===== src/rtl/pcl_pkg.sv =====
package pcl_pkg;

  localparam int XLEN    = 32;
  localparam int OP_MSB  = 31;
  localparam int OP_LSB  = 26;
  localparam int RD_MSB  = 25;
  localparam int RD_LSB  = 21;
  localparam int RSV_MSB = 20;
  localparam int RSV_LSB = 16;
  localparam int OFF_W   = 16;
  localparam int OP_W    = OP_MSB - OP_LSB + 1;
  localparam int RD_W    = RD_MSB - RD_LSB + 1;
  localparam int RSV_W   = RSV_MSB - RSV_LSB + 1;

  // write-bus source positions
  localparam int DRV_PC  = 0;
  localparam int DRV_OFF = 1;
  localparam int DRV_ALU = 2;
  localparam int DRV_MDR = 3;
  localparam int NDRV    = 4;

  typedef enum logic [3:0] {
    ST_FETCH,
    ST_DECODE,
    ST_AC_PC,
    ST_AC_OFF,
    ST_AC_RD,
    ST_AC_ADD,
    ST_AC_MAR,
    ST_DFETCH,
    ST_WBACK,
    ST_HALT
  } state_e;

  typedef enum logic [1:0] {
    WSEL_SP0,
    WSEL_SP1,
    WSEL_RD
  } wsel_e;

  typedef struct packed {
    logic            imem_req;
    logic            pc_ld;
    logic [NDRV-1:0] drv;
    logic            rf_we;
    wsel_e           wsel;
    logic            alu_in_ld;
    logic            alu_out_ld;
    logic            mar_ld;
    logic            dmem_rd;
    logic            ret;
    logic            halt;
  } ctl_t;

endpackage


===== src/rtl/pcl_ctrl.sv =====
module pcl_ctrl
  import pcl_pkg::*;
(
  input  logic clk,
  input  logic rst_n,
  input  logic imem_ready,
  input  logic dmem_ready,
  input  logic op_ok,
  output ctl_t ctl
);

  state_e state_q;
  state_e state_d;

  // next-state logic
  always_comb begin
    state_d = state_q;
    unique case (state_q)
      ST_FETCH:  if (imem_ready) state_d = ST_DECODE;
      ST_DECODE: state_d = op_ok ? ST_AC_PC : ST_HALT;
      ST_AC_PC:  state_d = ST_AC_OFF;
      ST_AC_OFF: state_d = ST_AC_RD;
      ST_AC_RD:  state_d = ST_AC_ADD;
      ST_AC_ADD: state_d = ST_AC_MAR;
      ST_AC_MAR: state_d = ST_DFETCH;
      ST_DFETCH: if (dmem_ready) state_d = ST_WBACK;
      ST_WBACK:  state_d = ST_FETCH;
      ST_HALT:   state_d = ST_HALT;
      default:   state_d = ST_HALT;
    endcase
  end

  // state register
  always_ff @(posedge clk or negedge rst_n) begin
    if (!rst_n) state_q <= ST_FETCH;
    else        state_q <= state_d;
  end

  // Moore outputs: a function of the state alone
  always_comb begin
    ctl = '0;
    unique case (state_q)
      ST_FETCH:  ctl.imem_req = 1'b1;
      ST_DECODE: ctl.pc_ld    = 1'b1;
      ST_AC_PC: begin
        ctl.drv[DRV_PC] = 1'b1;
        ctl.rf_we       = 1'b1;
        ctl.wsel        = WSEL_SP0;
      end
      ST_AC_OFF: begin
        ctl.drv[DRV_OFF] = 1'b1;
        ctl.rf_we        = 1'b1;
        ctl.wsel         = WSEL_SP1;
      end
      ST_AC_RD:  ctl.alu_in_ld  = 1'b1;
      ST_AC_ADD: ctl.alu_out_ld = 1'b1;
      ST_AC_MAR: begin
        ctl.drv[DRV_ALU] = 1'b1;
        ctl.mar_ld       = 1'b1;
      end
      ST_DFETCH: ctl.dmem_rd = 1'b1;
      ST_WBACK: begin
        ctl.drv[DRV_MDR] = 1'b1;
        ctl.rf_we        = 1'b1;
        ctl.wsel         = WSEL_RD;
        ctl.ret          = 1'b1;
      end
      ST_HALT:   ctl.halt = 1'b1;
      default:   ctl.halt = 1'b1;
    endcase
  end

  AST_BUS_ONEHOT: assert property (@(posedge clk) disable iff (!rst_n)
    $onehot0(ctl.drv));
  AST_FETCH_WAIT: assert property (@(posedge clk) disable iff (!rst_n)
    (state_q == ST_FETCH && !imem_ready) |=> state_q == ST_FETCH);
  AST_DATA_WAIT: assert property (@(posedge clk) disable iff (!rst_n)
    (state_q == ST_DFETCH && !dmem_ready) |=> state_q == ST_DFETCH);
  AST_ADDR_FIVE: assert property (@(posedge clk) disable iff (!rst_n)
    (state_q == ST_DFETCH && $past(state_q) == ST_AC_MAR) |-> $past(state_q, 6) == ST_DECODE);
  AST_WB_TO_FETCH: assert property (@(posedge clk) disable iff (!rst_n)
    state_q == ST_WBACK |=> state_q == ST_FETCH);
  AST_HALT_STICKY: assert property (@(posedge clk) disable iff (!rst_n)
    state_q == ST_HALT |=> (state_q == ST_HALT && !ctl.imem_req && !ctl.dmem_rd));

endmodule


===== src/rtl/pcl_regfile.sv =====
module pcl_regfile #(
  parameter int W       = 32,
  parameter int ENTRIES = 34,
  localparam int AW     = $clog2(ENTRIES)
) (
  input  logic          clk,
  input  logic          rst_n,
  input  logic          we,
  input  logic [AW-1:0] waddr,
  input  logic [W-1:0]  wdata,
  input  logic [AW-1:0] raddr_a,
  input  logic [AW-1:0] raddr_b,
  output logic [W-1:0]  rdata_a,
  output logic [W-1:0]  rdata_b
);

  logic [W-1:0] q [ENTRIES];

  for (genvar i = 0; i < ENTRIES; i++) begin : g_ent
    logic         en;
    logic [W-1:0] r;
    assign en = we && (waddr == AW'(i));
    always_ff @(posedge clk or negedge rst_n) begin
      if (!rst_n)  r <= '0;
      else if (en) r <= wdata;
    end
    assign q[i] = r;
  end

  assign rdata_a = q[raddr_a];
  assign rdata_b = q[raddr_b];

  AST_WADDR_RANGE: assert property (@(posedge clk) disable iff (!rst_n)
    we |-> int'(waddr) < ENTRIES);

endmodule


===== src/rtl/pcl_alu.sv =====
module pcl_alu #(
  parameter int W = 32
) (
  input  logic         clk,
  input  logic         rst_n,
  input  logic         in_ld,
  input  logic [W-1:0] a,
  input  logic [W-1:0] b,
  input  logic         out_ld,
  output logic [W-1:0] y
);

  logic [W-1:0] a_q, b_q, y_q;

  always_ff @(posedge clk or negedge rst_n) begin
    if (!rst_n) begin
      a_q <= '0;
      b_q <= '0;
    end else if (in_ld) begin
      a_q <= a;
      b_q <= b;
    end
  end

  always_ff @(posedge clk or negedge rst_n) begin
    if (!rst_n)      y_q <= '0;
    else if (out_ld) y_q <= a_q + b_q;
  end

  assign y = y_q;

endmodule


===== src/rtl/pcl_wbus.sv =====
module pcl_wbus #(
  parameter int W = 32,
  parameter int N = 4
) (
  input  logic [N-1:0][W-1:0] src,
  input  logic [N-1:0]        sel,
  output logic [W-1:0]        y
);

  logic [N-1:0][W-1:0] masked;

  for (genvar i = 0; i < N; i++) begin : g_mask
    assign masked[i] = src[i] & {W{sel[i]}};
  end

  always_comb begin
    y = '0;
    for (int i = 0; i < N; i++) y = y | masked[i];
  end

endmodule


===== src/rtl/pcl_core.sv =====
module pcl_core
  import pcl_pkg::*;
#(
  parameter logic [XLEN-1:0] RESET_PC = '0,
  parameter logic [OP_W-1:0] LOAD_OP  = 6'h23
) (
  input  logic            clk,
  input  logic            rst_n,
  output logic            imem_req,
  output logic [XLEN-1:0] imem_addr,
  input  logic            imem_ready,
  input  logic [XLEN-1:0] imem_rdata,
  output logic            dmem_rd,
  output logic [XLEN-1:0] dmem_addr,
  input  logic            dmem_ready,
  input  logic [XLEN-1:0] dmem_rdata,
  output logic            ret_valid,
  output logic [RD_W-1:0] ret_rd,
  output logic [XLEN-1:0] ret_data,
  output logic            halted
);

  localparam int ARCH_REGS = 2 ** RD_W;
  localparam int RF_N      = ARCH_REGS + 2;
  localparam int IDXW      = $clog2(RF_N);
  localparam logic [IDXW-1:0] SP0_IDX = IDXW'(ARCH_REGS);
  localparam logic [IDXW-1:0] SP1_IDX = IDXW'(ARCH_REGS + 1);

  ctl_t ctl;

  logic [XLEN-1:0] pc_q, pc_inc;
  logic [XLEN-1:0] ir_q, mar_q, mdr_q;
  logic [XLEN-1:0] wbus, off_ext, alu_y;
  logic [XLEN-1:0] rf_a, rf_b;
  logic [IDXW-1:0] rf_waddr;
  logic            ir_ld, mdr_ld, op_ok;
  logic [NDRV-1:0][XLEN-1:0] bus_src;

  logic [OP_W-1:0]  ir_op;
  logic [RD_W-1:0]  ir_rd;
  logic [RSV_W-1:0] ir_rsv;
  logic [OFF_W-1:0] ir_off;

  assign ir_op  = ir_q[OP_MSB:OP_LSB];
  assign ir_rd  = ir_q[RD_MSB:RD_LSB];
  assign ir_rsv = ir_q[RSV_MSB:RSV_LSB];
  assign ir_off = ir_q[OFF_W-1:0];

  assign op_ok   = (ir_op == LOAD_OP) && (ir_rsv == '0);
  assign off_ext = {{(XLEN-OFF_W){ir_off[OFF_W-1]}}, ir_off};
  assign pc_inc  = pc_q + XLEN'(4);
  assign ir_ld   = ctl.imem_req & imem_ready;
  assign mdr_ld  = ctl.dmem_rd & dmem_ready;

  pcl_ctrl u_ctrl (
    .clk        (clk),
    .rst_n      (rst_n),
    .imem_ready (imem_ready),
    .dmem_ready (dmem_ready),
    .op_ok      (op_ok),
    .ctl        (ctl)
  );

  // program counter with its own incrementer
  always_ff @(posedge clk or negedge rst_n) begin
    if (!rst_n)         pc_q <= RESET_PC;
    else if (ctl.pc_ld) pc_q <= pc_inc;
  end

  always_ff @(posedge clk or negedge rst_n) begin
    if (!rst_n)     ir_q <= '0;
    else if (ir_ld) ir_q <= imem_rdata;
  end

  always_ff @(posedge clk or negedge rst_n) begin
    if (!rst_n)          mar_q <= '0;
    else if (ctl.mar_ld) mar_q <= wbus;
  end

  always_ff @(posedge clk or negedge rst_n) begin
    if (!rst_n)      mdr_q <= '0;
    else if (mdr_ld) mdr_q <= dmem_rdata;
  end

  // shared write bus
  assign bus_src[DRV_PC]  = pc_q;
  assign bus_src[DRV_OFF] = off_ext;
  assign bus_src[DRV_ALU] = alu_y;
  assign bus_src[DRV_MDR] = mdr_q;

  pcl_wbus #(.W(XLEN), .N(NDRV)) u_wbus (
    .src (bus_src),
    .sel (ctl.drv),
    .y   (wbus)
  );

  always_comb begin
    unique case (ctl.wsel)
      WSEL_SP0: rf_waddr = SP0_IDX;
      WSEL_SP1: rf_waddr = SP1_IDX;
      default:  rf_waddr = IDXW'(ir_rd);
    endcase
  end

  pcl_regfile #(.W(XLEN), .ENTRIES(RF_N)) u_rf (
    .clk     (clk),
    .rst_n   (rst_n),
    .we      (ctl.rf_we),
    .waddr   (rf_waddr),
    .wdata   (wbus),
    .raddr_a (SP0_IDX),
    .raddr_b (SP1_IDX),
    .rdata_a (rf_a),
    .rdata_b (rf_b)
  );

  pcl_alu #(.W(XLEN)) u_alu (
    .clk    (clk),
    .rst_n  (rst_n),
    .in_ld  (ctl.alu_in_ld),
    .a      (rf_a),
    .b      (rf_b),
    .out_ld (ctl.alu_out_ld),
    .y      (alu_y)
  );

  assign imem_req  = ctl.imem_req;
  assign imem_addr = pc_q;
  assign dmem_rd   = ctl.dmem_rd;
  assign dmem_addr = mar_q;
  assign ret_valid = ctl.ret;
  assign ret_rd    = ir_rd;
  assign ret_data  = wbus;
  assign halted    = ctl.halt;

  AST_PC_STEP: assert property (@(posedge clk) disable iff (!rst_n)
    ctl.pc_ld |=> imem_addr == $past(imem_addr) + XLEN'(4));
  AST_IR_ONLY_ON_READY: assert property (@(posedge clk) disable iff (!rst_n)
    !(imem_req && imem_ready) |=> $stable(ir_q));
  AST_DADDR_STABLE: assert property (@(posedge clk) disable iff (!rst_n)
    (dmem_rd && $past(dmem_rd)) |-> $stable(dmem_addr));
  AST_RET_ONE_CYCLE: assert property (@(posedge clk) disable iff (!rst_n)
    ret_valid |=> !ret_valid && imem_req);

endmodule


===== config.mk =====
export PLATFORM = sky130hd
export DESIGN_NAME = pcl_core
export DESIGN_NICKNAME = d
export VERILOG_FILES = /design/src/rtl/pcl_pkg.sv /design/src/rtl/pcl_ctrl.sv /design/src/rtl/pcl_regfile.sv /design/src/rtl/pcl_alu.sv /design/src/rtl/pcl_wbus.sv /design/src/rtl/pcl_core.sv
export SDC_FILE = /design/constraint.sdc
export NUM_CORES = 1
export LEC_CHECK = 0
export BUFFER_PORTS_ARGS = -buffer_cell sky130_fd_sc_hd__buf_4
export CAP_MARGIN = 15
export CORE_UTILIZATION = 30
export DETAILED_ROUTE_END_ITERATION = 8
export PLACE_DENSITY_LB_ADDON = 0.15
export SYNTH_ARGS = -nofsm -noshare
export SYNTH_HDL_FRONTEND = slang
export SYNTH_HIERARCHICAL = 1
export SYNTH_SLANG_ARGS = --single-unit

===== constraint.sdc =====
create_clock -name clk -period 3 [get_ports clk]
set_clock_uncertainty 0.15 [all_clocks]
set_input_delay 0.3 -clock clk [delete_from_list [all_inputs] [get_ports clk]]
set_output_delay 0.3 -clock clk [all_outputs]
set_load 0.01 [all_outputs]

==> summary.md, run 1 <==
| Metric | Value |
|---|---|
| Status | `finished clean` |
| CP Data Arrival Time | `2.51 ns` |
| DR WL/cell | `30.1 µm` |
| Number of remaining DRC errors | `0` |
| Worst-Margin Slew | `1.19 ns` |
| Starting Density | `30.2%` |
| CTS Buffer Depth | `3` |
| Buffers on Ports | `170` |
| Static Leak | `38.6 nW` |
| Die ar. | `236000 µm²` |
| Clk network pwr share | `49.2%` |
| Fillers | `22300` |
| Synth warnings | `6` |
| Most used DFF post-synth | `dfrtp_1` |
| Post-detail-place hpwl | `141000 µm` |
| GRT Total Usage | `21.1%` |
| Crit path cell chain | `buf_6 > nand2b_4 > nor3_4 > buf_12 > buf_12 > a22oi_2 > nand2_2 > buf_12 > buf_6` |
| M1 WL | `115000 µm` |
| Drt total wl | `252000 µm` |
| DP Worst Slack | `-0.267 ns` |
| Hold Crit Class | `in2reg` |
| Total number of vias | `46300` |
| Clk slew on worst S/H paths | `0.06 ns` |
| Pint | `0.0297 W` |
| Total CTS buffers | `152` |
| Final Hold Fails | `0` |
| Die width | `486 µm` |
| Area contributors post-synth | `dfrtp_1, mux2_2, mux4_2` |
| Post-synth EDFFs | `0` |
| Synth Area in Adders | `0.599%` |
| Reg power frac | `45.3%` |
| CP endpoint kind | `output pin` |
| Most common cell after layout, fill and taps aside | `mux2_2` |
| Mean post-synth cell area | `14.2 µm²` |
| Max stage delay on crit path | `0.41 ns` |
| Async SR Flop Fraction | `100%` |
| RSZ-0062 raised after global routing | `true` |
| # IOs | `173` |
| Power Dens Cells | `468 nW/µm²` |
| Worst hold slack | `0.121 ns` |
| CP Buf/Inv Count | `5` |
| Root Driver | `clkbuf_16` |
| Vias per Instance | `5.52` |
| DR WL met3 | `10300 µm` |
| Min-delay src | `imem_rdata[21]` |
| Post-synthesis xor/xnor area fraction | `0.711%` |
| Reg-to-reg critical path startpoint | `u_ctrl/state_q[1]` |
| Drt pass-1 iters | `6` |
| WP data required | `2.55 ns` |
| Std-Cell Rows | `177` |
| Vias in the first global route | `48800` |
| Setup TNS | `0 ns` |
| Synth area leader | `dfrtp_1` |
| Switch share | `24.2%` |
| #FFs+latches synth | `1314` |
| CP Class | `reg2out` |
| Core ar. | `233000 µm²` |
| Post-route ant nets | `0` |
| Post-synth cell types | `79` |
| GPL Wtd Cong | `0.801` |
| Clock sinks | `1314` |
| Multiplexer area fraction after synthesis | `40.0%` |
| Worst path top cell family by delay | `buffers and inverters` |
| Final #Nets | `5321` |
| Peak supply drop | `341 µV` |
| Type of origin of the critical path | `register` |
| Met2 Wirelength | `120000 µm` |
| Period minus WS final | `2.96 ns` |
| Largest family of logic cells by synthesized area | `multiplexers` |
| Register area share after synthesis | `46.8%` |
| H-tree depth | `4` |
| Mapped Cells | `4951` |
| First-pass GRT wire length | `363000 µm` |
| Most frequent cells in the layout | `mux2_2, dfrtp_1, mux4_2` |
| Slowest CP cell | `dfrtp_1` |
| Final setup violating endpoints | `0` |
| DR iter-0 viols | `3434` |
| P&R area growth vs syn | `19.2%` |
| Largest net degree at the start of global routing | `289` |
| DP Cell Count | `7949` |
| Layout cells sized above 1 | `49.7%` |
| Worst skew pair latency | `0.80 ns` |
| Top layer in use | `met4` |
| Die span in y | `486 µm` |
| Fmax | `0.337 GHz` |
| Max_slew headroom | `20.8%` |
| Initial antenna violation count | `4` |
| Post-route setup slack | `0.0352 ns` |
| Post-route insts no fill | `8382` |
| Worst Setup SP | `u_ctrl/state_q[0]` |
| Synthesized area | `70200 µm²` |
| Total grt overflow | `0` |
| Synth Area in Simple Gates | `2.36%` |
| Sw power | `0.00946 W` |
| Most used cell, CP | `buf_12` |
| Period utilisation layout | `98.8%` |
| CTS tree | `done` |
| Synth Area in Compound Gates | `5.70%` |
| Max-Cap Viols | `0` |
| Peak fanout along the critical path | `8` |
| Max Slew Vio Count | `0` |
| Part of the power in combinational logic | `5.5%` |
| Yosys top cell area share | `46.8%` |
[layer usage]
layer | vias to the layer above | global-route usage (%)
met5 | - | 0
met3 | 293 | 2.90
met4 | 0 | 5.87
met1 | 25400 | 29.3
met2 | 1105 | 34.2
li1 | 19500 | -
[registers in the layout (all words and copies together), names as in the netlist]
register        count
u_ctrl/state_q      4
mdr_q              32
u_alu/b_q          32
u_rf/g_ent.r     1088
imem_addr          30
dmem_addr          32
u_alu/a_q          32
ir_q               32
u_alu/y            32
[through the flow]
stage          cell area, µm²  total power (W)  util, %
2_1_floorplan           70300           0.0192        -
3_3_place_gp            76400           0.0196     32.9
3_5_place_dp            76400           0.0196     32.9
4_1_cts                 83000           0.0391     35.7
5_1_grt                 83700           0.0404     36.0
6_report                83700           0.0391     36.0
[cells in the mapped netlist (33+ instances only)]
library cell,number
a211o_1,33
xnor2_1,35
buf_6,34
mux2_1,74
a22oi_1,129
mux2i_1,256
mux4_2,416
nor2_1,55
o22ai_1,65
nand2_1,158
buf_2,174
a221oi_1,33
clkbuf_1,204
dfrtp_1,1314
mux2_2,1360
buf_4,41
a21oi_1,164
[path summary, 6_finish.rpt]
check	end	slack, ns	cells after the start
setup / recovery	ret_data[29]	0.04	9
hold / removal	ir_q[21]	0.12	3
setup reg to reg	u_rf/g_ent[24].r[30]	0.04	10
hold reg to reg	u_rf/g_ent[28].r[2]	0.36	1
max in group asynchronous	u_rf/g_ent[25].r[2]	1.78	4
min in group asynchronous	u_rf/g_ent[30].r[9]	0.16	3
[power groups by stage]
stage	combinational, W	sequential [W]	clock [W]
after floorplan	0.00111	0.0181	0
after detailed placement	0.00156	0.0180	0
after global placement	0.00156	0.0180	0
after CTS	0.00164	0.0177	0.0198
after global routing	0.00230	0.0177	0.0204
final	0.00217	0.0177	0.0192
[tightest hold or removal path: stages]
cell and delay [ns]:
dlygate4sd3_1 0.52, buf_4 0.10, mux2_2 0.13
[what timing repair did]
item | CTS | global route
gates resized for setup | 52 | 62
hold buffers | 69 | 0
pin swaps | 23 | 30
cloned | 11 | 7
hold endpoints to repair | 949 | 0
endpoints found under the setup margin | 96 | 400
setup buffers | 35 | 40
[cell families after synthesis]
kind of cell,Yosys count
AO/OA/AOI/OAI,566
AND/OR/NAND/NOR,340
other,2
multiplexers,2106
buffers and inverters,533
XOR/XNOR,57
adder cells (fa/ha/maj),33
flip-flops,1314
[layout make-up]
| type | count | area, µm² | share of cell area (%) |
|---|---|---|---|
| Clock buffer | 225 | 4570 | 5.46 |
| Tap cell | 3043 | 3810 | 4.55 |
| Clock inverter | 46 | 512 | 0.611 |
| Timing Repair Buffer | 580 | 6520 | 7.79 |
| Multi-Input combinational cell | 3127 | 35200 | 42.1 |
| Sequential cell | 1314 | 32900 | 39.3 |
| Antenna cell | 2 | 5.00 | 0.00598 |
| Inverter | 45 | 169 | 0.202 |
No activity file was read; power rests on OpenSTA's default activity.
==> run 2, diff against run 1 <==
Settings changed: CORE_MARGIN from default to 2.
==> run 2 against run 1 <==
- the flow now finishes with violations (setup timing)
- worst setup slack worse by 0.047 ns
- via count up 0.18%
- cell count up 1.2%
- clock power about the same
- critical endpoint is now ret_data[26]
- highest routed layer is now met5
==> summary.md, run 2 (synthesis gave the netlist of run 1 again) <==
| Metric | Value |
|---|---|
| Status | `complete, but fails checks` |
| Violated checks | `setup timing` |
| Switch share | `24.5%` |
| DR iter-0 viols | `3507` |
| Total CTS buffers | `153` |
| Drt total wl | `255000 µm` |
| Hold Crit Class | `in2async` |
| Worst path top cell family by delay | `buffers and inverters` |
| Number of remaining DRC errors | `0` |
| Die ar. | `238000 µm²` |
| Max stage delay on crit path | `0.40 ns` |
| Fillers | `22400` |
| Max Slew Vio Count | `0` |
| # IOs | `173` |
| Core ar. | `233000 µm²` |
| GRT Total Usage | `21.0%` |
| Antenna cell count | `0` |
| Pint | `0.0294 W` |
| Std-Cell Rows | `177` |
| Crit path cell chain | `buf_6 > buf_6 > nand2b_4 > nor3_4 > buf_6 > buf_12 > a22oi_2 > nand2_2 > buf_12 > buf_6` |
| H-tree depth | `4` |
| Die width | `488 µm` |
| Type of origin of the critical path | `register` |
| CP Buf/Inv Count | `6` |
| Die span in y | `488 µm` |
| Clock sinks | `1314` |
| Worst-Margin Slew | `1.27 ns` |
| Most frequent cells in the layout | `mux2_2, dfrtp_1, mux4_2` |
| Post-route ant nets | `0` |
| GPL Wtd Cong | `0.813` |
| CTS tree | `done` |
| Post-route setup slack | `-0.0121 ns` |
| Total grt overflow | `0` |
| Clk slew on worst S/H paths | `0.06 ns` |
| Largest Register | `u_rf/g_ent.r` |
| Fmax | `0.332 GHz` |
| Most used cell, CP | `buf_6` |
| Final #Nets | `5332` |
| Setup TNS | `-0.0121 ns` |
| Sw power | `0.00954 W` |
| Peak supply drop | `393 µV` |
| WP data required | `2.55 ns` |
| Peak fanout along the critical path | `8` |
| Slowest CP cell | `dfrtp_1` |
| Post-layout power | `0.0389 W` |
| Max reg flops | `1088` |
| Period utilisation layout | `100%` |
| Max_slew headroom | `15.1%` |
| Drt pass-1 iters | `7` |
| RSZ-0062 raised after global routing | `true` |
| Static Leak | `38.9 nW` |
| Layout cells sized above 1 | `49.7%` |
| P&R area growth vs syn | `19.7%` |
| Clk network pwr share | `48.8%` |
| Power Dens Cells | `463 nW/µm²` |
| DR WL/cell | `30.1 µm` |
| Most common cell after layout, fill and taps aside | `mux2_2` |
| Part of the power in combinational logic | `5.6%` |
| Final Hold Fails | `0` |
| Vias per Instance | `5.47` |
| CTS Buffer Depth | `3` |
| Period minus WS final | `3.01 ns` |
| CP Class | `reg2out` |
| CP endpoint kind | `output pin` |
| Initial antenna violation count | `3` |
| Starting Density | `30.2%` |
| Finished Cell Area | `84100 µm²` |
| Total number of vias | `46400` |
| Largest net degree at the start of global routing | `289` |
| Reg power frac | `45.5%` |
| CP Data Arrival Time | `2.56 ns` |
| Cell area after placement | `76500 µm²` |
| Buffers on Ports | `170` |
| Root Driver | `clkbuf_16` |
| Max-Cap Viols | `0` |
| Worst hold slack | `0.111 ns` |
| First-pass GRT wire length | `361000 µm` |
| Post-detail-place hpwl | `140000 µm` |
| Vias in the first global route | `48300` |
| Worst skew pair latency | `0.80 ns` |
| Final setup violating endpoints | `1` |
[run 2: power groups by stage]
stage	clock, W	sequential, W	combinational (W)
2_1_floorplan	0	0.0181	0.00111
3_3_place_gp	0	0.0180	0.00157
3_5_place_dp	0	0.0180	0.00157
4_1_cts	0.0196	0.0177	0.00165
5_1_grt	0.0203	0.0177	0.00233
6_report	0.0190	0.0177	0.00220
[run 2: worst paths after layout]
check | startpoint | endpoint | slack (ns) | cells after the start
max | u_ctrl/state_q[0] | ret_data[26] | -0.01 | 10
min | rst_n | u_rf/g_ent[16].r[27] | 0.11 | 3
max reg2reg | u_alu/a_q[8] | u_alu/y[29] | 0.08 | 12
min reg2reg | dmem_addr[21] | dmem_addr[21] | 0.35 | 1
max in group asynchronous | rst_n | u_rf/g_ent[30].r[8] | 1.68 | 4
min in group clk | imem_rdata[21] | ir_q[21] | 0.14 | 3
[run 2: metrics by stage]
| stage | instances | util [%] | setup slack [ns] |
|---|---|---|---|
| detailed placement | 8037 | 32.9 | -0.0508 |
| global placement | 8037 | 32.9 | -0.118 |
| global route | 8484 | 36.1 | -0.117 |
| CTS | 8460 | 35.9 | -0.110 |
| finish | 8484 | 36.1 | -0.0121 |
| floorplan | 4974 | - | 0.0697 |
[run 2: cell type report]
cell class	instances	area, µm²	area share [%]
well taps	3132	3920	4.66
flip-flops and latches	1314	32900	39.1
clock buffers	222	4440	5.28
inverters	45	169	0.201
clock inverters	54	608	0.723
repair buffers	590	6730	8.01
multi-input cells	3127	35300	42.0
[run 2: worst register-to-register path, cell delays in order, from the launching register on]
cell       delay (ns)
dfrtp_1          0.41
ha_4             0.28
buf_4            0.12
nand2_1          0.08
buf_4            0.15
a211oi_4         0.29
o211ai_1         0.24
a31oi_1          0.30
buf_4            0.18
o2111ai_1        0.13
a31oi_1          0.22
xnor2_1          0.15
o21ai_0          0.10
[run 2: routing by layer]
| layer | global-route usage [%] | part of all wire (%) | vias to the layer above |
|---|---|---|---|
| met5 | 0 | 0.0039 | - |
| met4 | 6.74 | 3.4 | 2 |
| met3 | 3.16 | 4.7 | 368 |
| met2 | 33.6 | 47 | 1246 |
| met1 | 29.1 | 45 | 25300 |
| li1 | - | - | 19500 |
[run 2: timing repair]
action | in CTS | in global routing
resized for setup | 86 | 63
pin swaps | 40 | 36
endpoints found under the setup margin | 353 | 992
hold buffers | 78 | 0
buffers inserted | 54 | 17
endpoints found under the hold margin | 1358 | 0
cloned | 15 | 9
